[config.mk]
export PLATFORM = sky130hd
export DESIGN_NAME = lp_state_seq
export DESIGN_NICKNAME = d
export VERILOG_FILES = /design/src/rtl/lp_seq_pkg.sv /design/src/rtl/lp_halt_track.sv /design/src/rtl/lp_state_fsm.sv /design/src/rtl/lp_state_seq.sv
export SDC_FILE = /design/constraint.sdc
export NUM_CORES = 1
export LEC_CHECK = 0
export BUFFER_PORTS_ARGS = -buffer_cell sky130_fd_sc_hd__buf_2
export CAP_MARGIN = 20
export CORE_MARGIN = 1.5
export CORE_UTILIZATION = 40
export DETAILED_ROUTE_END_ITERATION = 8
export HOLD_SLACK_MARGIN = 0.02
export PLACE_DENSITY = 0.78
export SLEW_MARGIN = 20
export SYNTH_ARGS = -nofsm -noshare
export SYNTH_HDL_FRONTEND = slang
export SYNTH_SLANG_ARGS = --single-unit
[constraint.sdc]
create_clock -name clk_i -period 2.5 [get_ports clk_i]
set_clock_uncertainty 0.15 [all_clocks]
set_input_delay 0.5 -clock clk_i [delete_from_list [all_inputs] [get_ports clk_i]]
set_output_delay 0.5 -clock clk_i [all_outputs]
set_load 0.005 [all_outputs]
[src/rtl/lp_seq_pkg.sv]
package lp_seq_pkg;
   localparam int NUM_STATES = 5;
   typedef enum logic [NUM_STATES-1:0] {
      ST_RUN  = 5'b00001,
      ST_HALT = 5'b00010,
      ST_STPG = 5'b00100,
      ST_HSNP = 5'b01000,
      ST_SSNP = 5'b10000
   } lp_state_e;
endpackage

[src/rtl/lp_halt_track.sv]
module lp_halt_track #(
   parameter int NUM_CORES = 2
) (
   input  logic                 clk_i,
   input  logic                 rst_i,
   input  logic                 track_en_i,
   input  logic                 clr_i,
   input  logic                 set_all_i,
   input  logic [NUM_CORES-1:0] req_i,
   output logic [NUM_CORES-1:0] halted_o,
   output logic                 all_halted_o
);
   generate
      if (NUM_CORES < 1) begin : g_bad_cores
         $error("NUM_CORES must be at least 1");
      end
   endgenerate

   logic [NUM_CORES-1:0] flag_q;

   for (genvar c = 0; c < NUM_CORES; c++) begin : g_core
      always_ff @(posedge clk_i) begin
         if (rst_i || clr_i)       flag_q[c] <= 1'b0;
         else if (set_all_i)       flag_q[c] <= 1'b1;
         else if (track_en_i && req_i[c]) flag_q[c] <= 1'b1;
      end
   end

   assign halted_o     = flag_q;
   assign all_halted_o = &flag_q;

   // a flag never drops unless a clear was requested
   assert_flag_sticky_R2: assert property (@(posedge clk_i) disable iff (rst_i)
      !clr_i |=> ((flag_q & $past(flag_q)) == $past(flag_q)));
   // requests outside tracking leave flags unchanged
   assert_req_ignored_R11: assert property (@(posedge clk_i) disable iff (rst_i)
      (!track_en_i && !clr_i && !set_all_i) |=> $stable(flag_q));
endmodule

[src/rtl/lp_state_fsm.sv]
module lp_state_fsm
   import lp_seq_pkg::*;
#(
   parameter int WAKE_W        = 5,
   parameter bit EXT_AT_ENTRY  = 1'b1
) (
   input  logic              clk_i,
   input  logic              rst_i,
   input  logic [WAKE_W-1:0] wake_i,
   input  logic              stpclk_i,
   input  logic              snoop_i,
   input  logic              snoop_done_i,
   input  logic              halt_cycle_i,
   input  logic              all_halted_i,
   input  logic              smi_rsm_i,
   input  logic              rsm_halt_i,
   input  logic              ext_en_i,
   output lp_state_e         state_o,
   output logic              ext_mode_o,
   output logic              track_en_o,
   output logic              clr_o,
   output logic              set_all_o
);
   generate
      if (WAKE_W < 1) begin : g_bad_wake
         $error("WAKE_W must be at least 1");
      end
   endgenerate

   lp_state_e state_q, state_d;
   logic      ret_halt_q, ret_halt_d;
   logic      ext_q;
   logic      any_wake;

   assign any_wake = |wake_i;

   always_comb begin
      state_d    = state_q;
      ret_halt_d = ret_halt_q;
      track_en_o = 1'b0;
      clr_o      = 1'b0;
      set_all_o  = 1'b0;
      unique case (state_q)
         ST_RUN: begin
            if (any_wake) begin
               clr_o = 1'b1;
            end else begin
               track_en_o = 1'b1;
               if (stpclk_i) begin
                  state_d    = ST_STPG;
                  ret_halt_d = 1'b0;
               end else if (smi_rsm_i && rsm_halt_i) begin
                  state_d   = ST_HALT;
                  set_all_o = 1'b1;
               end else if (all_halted_i && halt_cycle_i) begin
                  state_d = ST_HALT;
               end
            end
         end
         ST_HALT: begin
            if (any_wake) begin
               state_d = ST_RUN;
               clr_o   = 1'b1;
            end else if (stpclk_i) begin
               state_d    = ST_STPG;
               ret_halt_d = 1'b1;
            end else if (snoop_i) begin
               state_d = ST_HSNP;
            end
         end
         ST_STPG: begin
            if (snoop_i)        state_d = ST_SSNP;
            else if (!stpclk_i) state_d = ret_halt_q ? ST_HALT : ST_RUN;
         end
         ST_HSNP: if (snoop_done_i) state_d = ST_HALT;
         ST_SSNP: if (snoop_done_i) state_d = ST_STPG;
         default: state_d = ST_RUN;
      endcase
   end

   always_ff @(posedge clk_i) begin
      if (rst_i) begin
         state_q    <= ST_RUN;
         ret_halt_q <= 1'b0;
      end else begin
         state_q    <= state_d;
         ret_halt_q <= ret_halt_d;
      end
   end

   generate
      if (EXT_AT_ENTRY) begin : g_ext_latch
         always_ff @(posedge clk_i) begin
            if (rst_i || state_d == ST_RUN) ext_q <= 1'b0;
            else if (state_q == ST_RUN)     ext_q <= ext_en_i;
         end
      end else begin : g_ext_live
         always_ff @(posedge clk_i) begin
            if (rst_i) ext_q <= 1'b0;
            else       ext_q <= ext_en_i && (state_d != ST_RUN);
         end
      end
   endgenerate

   assign state_o    = state_q;
   assign ext_mode_o = ext_q;

   assert_onehot_R10: assert property (@(posedge clk_i) disable iff (rst_i)
      $countones(state_q) == 1);
   assert_no_early_halt_R3: assert property (@(posedge clk_i) disable iff (rst_i)
      (state_q == ST_RUN && !all_halted_i && !(smi_rsm_i && rsm_halt_i)) |=> state_q != ST_HALT);
   assert_wake_exit_R4: assert property (@(posedge clk_i) disable iff (rst_i)
      (state_q == ST_HALT && any_wake) |=> state_q == ST_RUN);
   assert_stpg_release_R5: assert property (@(posedge clk_i) disable iff (rst_i)
      (state_q == ST_STPG && !stpclk_i && !snoop_i) |=> (state_q == ST_RUN || state_q == ST_HALT));
   assert_hsnp_return_R6: assert property (@(posedge clk_i) disable iff (rst_i)
      (state_q == ST_HSNP && snoop_done_i) |=> state_q == ST_HALT);
   assert_ssnp_return_R6: assert property (@(posedge clk_i) disable iff (rst_i)
      (state_q == ST_SSNP && snoop_done_i) |=> state_q == ST_STPG);
   assert_ext_run_low_R7: assert property (@(posedge clk_i) disable iff (rst_i)
      (state_q == ST_RUN) |-> !ext_q);
   assert_snoop_hold_R11: assert property (@(posedge clk_i) disable iff (rst_i)
      ((state_q == ST_HSNP || state_q == ST_SSNP) && !snoop_done_i) |=> $stable(state_q));
endmodule

[src/rtl/lp_state_seq.sv]
module lp_state_seq
   import lp_seq_pkg::*;
#(
   parameter int NUM_CORES    = 2,
   parameter int WAKE_W       = 5,
   parameter bit EXT_AT_ENTRY = 1'b1
) (
   input  logic                  clk_i,
   input  logic                  rst_i,
   input  logic [NUM_CORES-1:0]  core_halt_i,
   input  logic                  halt_cycle_i,
   input  logic [WAKE_W-1:0]     wake_i,
   input  logic                  smi_rsm_i,
   input  logic                  rsm_halt_i,
   input  logic                  stpclk_i,
   input  logic                  snoop_i,
   input  logic                  snoop_done_i,
   input  logic                  ext_en_i,
   output logic [NUM_STATES-1:0] state_o,
   output logic                  ext_mode_o,
   output logic [NUM_CORES-1:0]  core_halted_o,
   output logic                  clk_run_o
);
   lp_state_e state;
   logic      track_en, clr, set_all, all_halted;

   lp_state_fsm #(
      .WAKE_W       (WAKE_W),
      .EXT_AT_ENTRY (EXT_AT_ENTRY)
   ) u_fsm (
      .clk_i        (clk_i),
      .rst_i        (rst_i),
      .wake_i       (wake_i),
      .stpclk_i     (stpclk_i),
      .snoop_i      (snoop_i),
      .snoop_done_i (snoop_done_i),
      .halt_cycle_i (halt_cycle_i),
      .all_halted_i (all_halted),
      .smi_rsm_i    (smi_rsm_i),
      .rsm_halt_i   (rsm_halt_i),
      .ext_en_i     (ext_en_i),
      .state_o      (state),
      .ext_mode_o   (ext_mode_o),
      .track_en_o   (track_en),
      .clr_o        (clr),
      .set_all_o    (set_all)
   );

   lp_halt_track #(
      .NUM_CORES (NUM_CORES)
   ) u_track (
      .clk_i        (clk_i),
      .rst_i        (rst_i),
      .track_en_i   (track_en),
      .clr_i        (clr),
      .set_all_i    (set_all),
      .req_i        (core_halt_i),
      .halted_o     (core_halted_o),
      .all_halted_o (all_halted)
   );

   assign state_o   = state;
   assign clk_run_o = |state;

   // every state is left for running one edge after reset
   assert_reset_run_R1: assert property (@(posedge clk_i)
      $past(rst_i) |-> (state_o == 5'b00001 && core_halted_o == '0 && !ext_mode_o));
   // bus clock indication stays up after reset
   assert_clk_run_R9: assert property (@(posedge clk_i) disable iff (rst_i)
      $past(rst_i) |-> clk_run_o);
endmodule

==> results of run 1 <==
-- power by group --
part / total [mW] / switching [mW] / internal (mW)
registers: 0.145 / 0.000944 / 0.144
logic: 0.0339 / 0.0178 / 0.0161
clock network: 0.118 / 0.0563 / 0.0617
-- synth_stat cells --
master	number
a31o_1	1
nor3_1	3
o311ai_1	1
nand4_1	2
nor4_2	1
or2_0	1
a22o_1	1
nand2_1	4
mux2_2	1
xnor2_1	1
nand2b_1	4
a221o_1	1
buf_2	1
nand3_1	1
nor3b_1	2
nor2_1	11
a211oi_2	1
o21ai_0	2
nor4_1	1
clkbuf_1	3
or4_4	1
and2_1	1
a211o_1	1
o41ai_1	1
o21a_1	5
nor2b_1	3
or3_1	2
a32oi_1	2
dfxtp_1	9
inv_1	1
o22ai_1	1
a21oi_1	5
-- path summary, 6_finish.rpt --
path / startpoint / endpoint / cells past startpoint
setup reg to reg: u_fsm.state_o[2]$_SDFF_PP0_ / u_fsm.ret_halt_q$_SDFFE_PP0P_ / 4
setup / recovery: u_fsm.state_o[2]$_SDFF_PP0_ / clk_run_o / 3
hold / removal: u_fsm.ext_mode_o$_SDFFE_PP0P_ / u_fsm.ext_mode_o$_SDFFE_PP0P_ / 2
hold reg to reg: u_fsm.ext_mode_o$_SDFFE_PP0P_ / u_fsm.ext_mode_o$_SDFFE_PP0P_ / 2
-- state kept, by name, summed over array words and instances, names as in the netlist --
register and cells:
u_fsm.ret_halt_q 1, u_fsm.state_o 5, u_fsm.ext_mode_o 1, u_track.halted_o 2
-- stage by stage --
step / worst slack, ns / utilization, % / area, um^2 / power (mW)
2_1_floorplan: 0.427 / - / 586 / 0.163
3_3_place_gp: 0.303 / 53.1 / 708 / 0.181
3_5_place_dp: 0.275 / 53.1 / 708 / 0.181
4_1_cts: 0.246 / 55.1 / 734 / 0.297
5_1_grt: 0.159 / 55.1 / 734 / 0.308
6_report: 0.245 / 55.1 / 734 / 0.297
-- cell type report --
| type | instances | area (um^2) | area share, % |
|---|---|---|---|
| Sequential cell | 9 | 180 | 24.5 |
| Tap cell | 15 | 18.8 | 2.56 |
| Clock buffer | 4 | 26.3 | 3.58 |
| Multi-Input combinational cell | 61 | 385 | 52.5 |
| Timing Repair Buffer | 24 | 120 | 16.4 |
| Inverter | 1 | 3.75 | 0.511 |
-- metal layers --
layer | global-route usage, % | vias up | wire length (um)
met5 | 0 | - | 0
met1 | 24.2 | 304 | 630
met3 | 1.63 | 5 | 86
met4 | 13.7 | 0 | 36
met2 | 29.7 | 26 | 701
li1 | - | 328 | -
-- critical path, stage by stage (launching register included) --
cell and delay [ns]:
dfxtp_1 0.39, or3_1 0.49, or3_1 0.33, buf_2 0.13
-- kinds of logic (layout without fill, tap and decap cells) --
kind of cell,after synthesis,in the layout,share of synthesized area (%)
simple gates,37,37,34.6
buf+inv,5,29,3.42
flops,9,9,30.8
compound gates,22,22,27.8
mux,1,1,1.92
xor+xnor,1,1,1.50
==> impl_results.md, run 1 <==
* Syn_nets at 91
* Syn-to-layout area delta at 25.4%
* Fill count at 128
* Total CTS buffers at 3
* Clk pin slew, worst setup/hold paths at around 0.07 ns
* Slew @ Worst Pin at between 0.3 and 0.4 ns
* Max Cap Violations at 0
* Htree depth at 1
* HP Class: reg2reg
* Cts hold-fix bufs at 0
* Antenna cells at 0
* CTS Sinks at 9
* Final period util at 90.2%
* Status: complete, no violations
* Clk_lat worst skew at 0.26 ns
* Max VDD drop at 0.000189 V
* # IOs at 25
* Area leader, netlist: dfxtp_1
* DRC Markers at 0
* Die Span X at 41.3 um
* Die area at 1700 um^2
* CTS tree: done
* First-pass iteration count of the detailed router at 4
* Setup bufs post-CTS at 0
* Synth Register Bits at 9
* Sequential area share after synthesis at 30.8%
* Avg Cell Area, Syn at 7.81 um^2
* Die Span Y at 41.3 um
* Vias at 663
* Clk buf depth at 2
* Crit Path Category: reg2out
* Max Fclk at about 0.44 GHz
* Max-slew headroom at between 70% and 80%
* Hold slack final at 0.351 ns
* Global Route Usage Sum at around a fifth
* Largest net degree at the start of global routing at 11
* Final Hold Fails at 0
* Row cnt at 13
* RSZ-0062 raised after global routing: no
* Yosys warning total at 0
* Critical path required time at 1.85 ns
* First-pass GRT wire length at around 2.1 mm
* Proportion of layout cells with a drive suffix above 1 at roughly 31%
* Final net count at 116
* Max Slew Vio Count at 0
* IO Port Bufs at 24
* Dpl cells at 110
* Commonest non-fill, non-tap cell in the layout: buf_2
* Commonest non-fill, non-tap cells in the layout: 24 x buf_2, 11 x nor2_1, 9 x dfxtp_1
* Crit path capture type: primary output
* Top-area cell type share of the netlist area at between 30% and 40%
* Final TNS setup at 0 ns
* Pwr dens at 404 nW/um^2
* CTS root buffer: clkbuf_4
* Count of final setup violators at 0
* Vias in the first global route at 512
* Synth Cell Area at 586 um^2
* Layout Cells excl Fill at 114
* DRT antenna net count at 0
* Post-Syn Instances at 75
* Crit path max fanout at 10
* Fin crit period at 2.25 ns
* Leak at 0.311 nW
* DR iter-0 viols at 21
* Synth top area cells: dfxtp_1 31%, nor2_1 7.1%, o21a_1 6.4%, a21oi_1 4.3%, nand2b_1 4.3%
* Starting Density at 43.9%
* Final WL at 1.45 mm
* Initial antenna violation count at 0
* Critical path arrival at 1.60 ns
* DR WL/cell at 12.8 um
* Worst setup SP type: register
* R2R setup slack at 0.62 ns
* Vias/cell at 5.82
* Gpl congestion at approximately 0.79
* Dpl hpwl at about 1.1 mm
* GRT overflow at 0
* Yosys cell types at 32
* Core area at 1330 um^2
* Gates resized, CTS repair at 0
Note: power is estimated with default switching activity, not from simulation.
==> inputs of run 2 (changes only) <==
--- a/config.mk
+++ b/config.mk
@@ -12,6 +12,7 @@
 export DETAILED_ROUTE_END_ITERATION = 8
 export HOLD_SLACK_MARGIN = 0.02
 export PLACE_DENSITY = 0.78
+export SKIP_CTS_REPAIR_TIMING = 1
 export SLEW_MARGIN = 20
 export SYNTH_ARGS = -nofsm -noshare
 export SYNTH_HDL_FRONTEND = slang
==> constraint.sdc (replaced) <==
create_clock -name clk_i -period 2.5 [get_ports clk_i]
set_clock_uncertainty 0.15 [all_clocks]
set_input_delay 0.125 -clock clk_i [delete_from_list [all_inputs] [get_ports clk_i]]
set_output_delay 0.125 -clock clk_i [all_outputs]
set_load 0.005 [all_outputs]
==> run 2 against run 1 <==
Against the previous run:
- total power shrank 1.6%
- via count shrank 0.15%
- setup slack gained 0.39 ns
- flip-flop and latch count is the same
- largest cell class unchanged
- largest power group unchanged
- highest routed layer unchanged
==> impl_results.md, run 2 (synthesis gave the netlist of run 1 again) <==
* Crit Path Category: reg2out
* Final Hold Fails at 0
* First-pass GRT wire length at 2.13 mm
* Area after DPL at 708 um^2
* DR WL/cell at around 12 um
* RSZ-0062 raised after global routing: no
* Row cnt at 13
* Proportion of layout cells with a drive suffix above 1 at 30.7%
* Slew @ Worst Pin at 0.384 ns
* Final WL at 1.44 mm
* CP delay by family, top: simple AND/OR/NAND/NOR gates
* Final net count at 118
* Syn-to-layout area delta at 28.8%
* Antenna cells at 0
* Leak at 0.319 nW
* Status: complete, no violations
* CTS tree: done
* Clk_lat worst skew at 0.26 ns
* Reg area at between 150 and 200 um^2
* Die Span Y at ~41 um
* CTS Sinks at 9
* Worst setup SP type: register
* Critical path required time at around 2.2 ns
* Max reg flops at 5
* Critical path arrival at 1.59 ns
* Fin crit period at around 1.9 ns
* First-pass iteration count of the detailed router at 4
* Final period util at 74.4%
* IO Port Bufs at 24
* Max VDD drop at 0.000203 V
* Max Slew Vio Count at 0
* Crit path capture type: primary output
* Multi-input gate area at around 390 um^2
* Vias at 662
* Total CTS buffers at 3
* Final Instance Area at 754 um^2
* Die Span X at 41.3 um
* Starting Density at 43.9%
* DRC Markers at 0
* Pwr dens at 387 nW/um^2
* Gpl congestion at roughly 0.8
* DR iter-0 viols at 21
* Hold slack final at about 0.029 ns
* Worst-path cell chain: or3_1 > or3_1 > buf_2
* Commonest non-fill, non-tap cell in the layout: buf_2
* Critical path buffers and inverters at 1
* Htree depth at 1
* Initial antenna violation count at 0
* Max stage delay on crit path at 0.48 ns
* Vias/cell at 5.71
* DRT antenna net count at 0
* Commonest non-fill, non-tap cells in the layout: 24 x buf_2, 11 x nor2_1, 9 x dfxtp_1
* GRT overflow at 0
* HP Class: in2reg
* Max Fclk at about 0.54 GHz
* Clk buf depth at 2
* Most frequent CP cell: or3_1
* Global Route Usage Sum at 19.5%
* Fill count at 122
* Largest net degree at the start of global routing at 11
* Die area at 1700 um^2
* Crit path max fanout at 10
* Count of final setup violators at 0
* Clk pin slew, worst setup/hold paths at around 0.06 ns
* Dpl hpwl at 1.10 mm
* Max-slew headroom at 74.2%
* # IOs at 25
* CTS root buffer: clkbuf_4
* Final TNS setup at 0 ns
* Vias in the first global route at 518
* Max Cap Violations at 0
* Core area at 1330 um^2
* Slowest-stage cell, CP: or3_1
-- run 2: cell count changes in the layout (fill, tap and decap cells not counted) --
| cell | change |
|---|---|
| dlygate4sd3_1 | +2 |
-- run 2: final timing paths --
check | startpoint | end | slack, ns | cells after the start
worst max-delay path | u_fsm.state_o[2]$_SDFF_PP0_ | clk_run_o | 0.64 | 3
worst min-delay path | snoop_i | u_fsm.state_o[3]$_SDFF_PP0_ | 0.03 | 3
worst max register to register | u_fsm.state_o[2]$_SDFF_PP0_ | u_fsm.ret_halt_q$_SDFFE_PP0P_ | 0.67 | 4
worst min register to register | u_track.halted_o[0]$_SDFFE_PP0P_ | u_track.halted_o[0]$_SDFFE_PP0P_ | 0.35 | 1
-- run 2: power by group --
part	leakage, nW	internal, mW	total (mW)	switching [mW]
registers	0.0725	0.144	0.145	0.000920
logic	0.232	0.0181	0.0365	0.0184
clock network	0.0150	0.0614	0.110	0.0490
-- run 2: area by class of cell --
cell class              instances  area share, %
multi-input cells              61           51.1
flip-flops and latches          9           23.9
repair buffers                 26           18.6
clock buffers                   4           3.48
well taps                      15           2.49
inverters                       1          0.498
-- run 2: per-layer routing --
metal  global-route usage, %  share of wire [%]  vias to the layer above
li1                        -                  -                      334
met1                    24.6                 44                      298
met2                    29.3                 49                       26
met3                    6.52                5.2                        4
met4                    9.68                1.9                        0
met5                       0                  0                        -
-- run 2: worst reg2reg max path: stages (launching register included) --
cell	delay (ns)
dfxtp_1	0.38
or3_1	0.49
nor4_2	0.41
a21oi_1	0.12
a31o_1	0.18
-- run 2: per-stage QoR --
step           power [mW]  worst slack, ns  util, %  cells
2_1_floorplan       0.163            0.670        -     75
3_3_place_gp        0.181            0.655     53.1    110
3_5_place_dp        0.182            0.630     53.1    110
4_1_cts             0.296            0.640     55.1    114
5_1_grt             0.308            0.537     56.6    116
6_report            0.292            0.640     56.6    116
==> inputs of run 3 (changes only) <==
--- a/config.mk
+++ b/config.mk
@@ -5,13 +5,14 @@
 export SDC_FILE = /design/constraint.sdc
 export NUM_CORES = 1
 export LEC_CHECK = 0
+export ABC_AREA = 1
 export BUFFER_PORTS_ARGS = -buffer_cell sky130_fd_sc_hd__buf_2
 export CAP_MARGIN = 20
 export CORE_MARGIN = 1.5
 export CORE_UTILIZATION = 40
 export DETAILED_ROUTE_END_ITERATION = 8
 export HOLD_SLACK_MARGIN = 0.02
-export PLACE_DENSITY = 0.78
+export PLACE_DENSITY = 0.77
 export SKIP_CTS_REPAIR_TIMING = 1
 export SLEW_MARGIN = 20
 export SYNTH_ARGS = -nofsm -noshare
==> constraint.sdc (replaced) <==
create_clock -name clk_i -period 1.8 [get_ports clk_i]
set_clock_uncertainty 0.15 [all_clocks]
set_input_delay 0.09 -clock clk_i [delete_from_list [all_inputs] [get_ports clk_i]]
set_output_delay 0.09 -clock clk_i [all_outputs]
set_load 0.005 [all_outputs]
==> run 3 against run 2 <==
Against the previous run:
- the run now ends with hold timing left
- setup slack worse by 0.20 ns
- sequential power is 39% higher
- via count up 20%
- critical endpoint is now u_fsm.ext_mode_o$_SDFFE_PP0P_
- largest power group unchanged
- highest routed layer unchanged
==> impl_results.md, run 3 <==
* DR iter-0 viols at 52
* Ys async rst share at 0%
* Max Cap Violations at 0
* Synth Register Bits at 9
* Max-slew headroom at 81.5%
* Top FF cell, synth: dfxtp_1
* Crit path max fanout at 6
* # IOs at 25
* Max Fclk at 0.737 GHz
* CTS Sinks at 9
* Dpl hpwl at approximately 1.3 mm
* Placement Setup Slack at roughly 0.45 ns
* DR WL/cell at 11.2 um
* EDFF count, synth at 0
* CP delay by family, top: simple AND/OR/NAND/NOR gates
* Core area at 1470 um^2
* Clk buf depth at 2
* Slew @ Worst Pin at between 0.2 and 0.3 ns
* Clk pin slew, worst setup/hold paths at 0.07 ns
* Hold slack final at -0.0116 ns
* Slowest-stage cell, CP: dfxtp_1
* Max stage delay on crit path at ~0.35 ns
* Final net count at 149
* Count of final setup violators at 0
* Die Span Y at 42.4 um
* Critical path required time at about 1.9 ns
* Vias/cell at 5.37
* Antenna cells at 0
* Total CTS buffers at 3
* GRT overflow at 0
* First-pass iteration count of the detailed router at 4
* Die area at 1790 um^2
* Layout Cells excl Fill at ~150
* Leak at 0.422 nW
* RSZ-0062 raised after global routing: no
* First-pass GRT wire length at 2.72 mm
* Final period util at 75.3%
* Crit Path Category: reg2reg
* Proportion of layout cells with a drive suffix above 1 at 31.8%
* Starting Density at 42.1%
* Synth top area cells: dfxtp_1 29%, nand3_1 14%, nand2_1 11%, nor2_1 9.7%, nand4_1 5.1%
* Pwr dens at approximately 520 nW/um^2
* Initial antenna violation count at 0
* Max VDD drop at 0.000326 V
* Critical path arrival at 1.42 ns
* Most frequent CP cell: nor2_1
* Synth Cell Area at 619 um^2
* Max reg flops at 5
* Global Route Usage Sum at 20.6%
* Final TNS setup at 0 ns
* Worst setup SP type: register
* Fin crit period at 1.36 ns
* Final setup slack of the worst path at approximately 0.44 ns
* DRT antenna net count at 0
* Htree depth at 1
* CTS root buffer: clkbuf_4
* Yosys cell types at 20
* Final Hold Fails at 1
* Top-area cell type share of the netlist area at 29.1%
* Util after Layout at 55.8%
* Sequential area share after synthesis at 29.1%
* Yosys warning total at 0
* Max Slew Vio Count at 0
* Top-count cell post-synth: nand2_1
* Critical path buffers and inverters at 1
* Final Instance Area at 821 um^2
* Failing checks: hold timing
* Commonest non-fill, non-tap cell in the layout: buf_2
* Area leader, netlist: dfxtp_1
* Die Span X at around 42 um
* Final WL at 1.66 mm
* Avg Cell Area, Syn at 6.13 um^2
* Row cnt at 14
* HP Class: in2reg
* Largest net degree at the start of global routing at 10
* IO Port Bufs at 24
* Dpl cells at 140
* Top post-synthesis cells by count: 18 x nand2_1, 17 x nand3_1, 16 x nor2_1
* Area after DPL at 754 um^2
* Status: complete, but fails checks
* DRC Markers at 0
* Clk_lat worst skew at 0.27 ns
* R2R setup slack at 0.44 ns
* Post-Syn Instances at 101
* CTS tree: done
* Gpl congestion at 0.889
* Worst-path cell chain: nor2_2 > nand4_1 > inv_2 > nor2_1 > nand2_1 > nand3_1 > nor2_1
* Vias in the first global route at 682
* Vias at 795
* Commonest non-fill, non-tap cells in the layout: 24 x buf_2, 18 x nand2_1, 17 x nand3_1
* Syn-to-layout area delta at 32.5%
* Syn_nets at 117
* Crit path capture type: register
## run 3: cell count changes after synthesis, sizes merged, moves of 3 or more
cell	delta
nand2b	-4
nand4	+3
nand2	+15
nand3	+17
inv	+14
nor2b	-3
nor2	+9
o21a	-5
clkbuf	-3
## run 3: logic make-up after synthesis
logic type             count (synthesis)  synth area share (%)
AO/OA/AOI/OAI                         11                  10.3
buffers and inverters                 17                  10.5
flip-flops                             9                  29.1
AND/OR/NAND/NOR                       64                  50.1
## run 3: per-stage QoR
| step | hold slack, ns | power (mW) |
|---|---|---|
| 2_1_floorplan | 0.00907 | 0.232 |
| 3_3_place_gp | 0.198 | 0.255 |
| 3_5_place_dp | 0.216 | 0.256 |
| 4_1_cts | -0.0726 | 0.423 |
| 5_1_grt | 0.0379 | 0.443 |
| 6_report | -0.0116 | 0.423 |
## run 3: layer usage
metal  GRT usage (%)  routed length [um]
met5               0                   0
met4            16.3                  56
met3            4.31                 131
met2            30.2                 736
met1            25.7                 734
## run 3: report_power, final
group / total (mW) / leakage [nW] / internal (mW) / switching, mW
clock: 0.164 / 0.0150 / 0.0858 / 0.0784
combinational: 0.0574 / 0.335 / 0.0270 / 0.0303
sequential: 0.201 / 0.0726 / 0.200 / 0.00131
## run 3: path summary, 6_finish.rpt
kind	from	endpoint	depth (start not counted)
hold reg to reg	u_track.halted_o[0]$_SDFFE_PP0P_	u_track.halted_o[0]$_SDFFE_PP0P_	2
setup / recovery	u_fsm.state_o[0]$_SDFF_PP1_	u_fsm.ext_mode_o$_SDFFE_PP0P_	7
hold / removal	core_halt_i[1]	u_track.halted_o[1]$_SDFFE_PP0P_	3
setup reg to reg	u_fsm.state_o[0]$_SDFF_PP1_	u_fsm.ext_mode_o$_SDFFE_PP0P_	7
## run 3: layout make-up
| cell class | instances | area (um^2) |
|---|---|---|
| Fill cell | 142 | 651 |
| Timing Repair Buffer | 28 | 160 |
| Tap cell | 16 | 20.0 |
| Clock buffer | 4 | 26.3 |
| Sequential cell | 9 | 180 |
| Multi-Input combinational cell | 75 | 374 |
| Inverter | 16 | 60.1 |
## run 3: worst min-delay path, stage by stage
cell and delay (ns):
buf_2 0.08, o211ai_1 0.09, a21oi_1 0.12
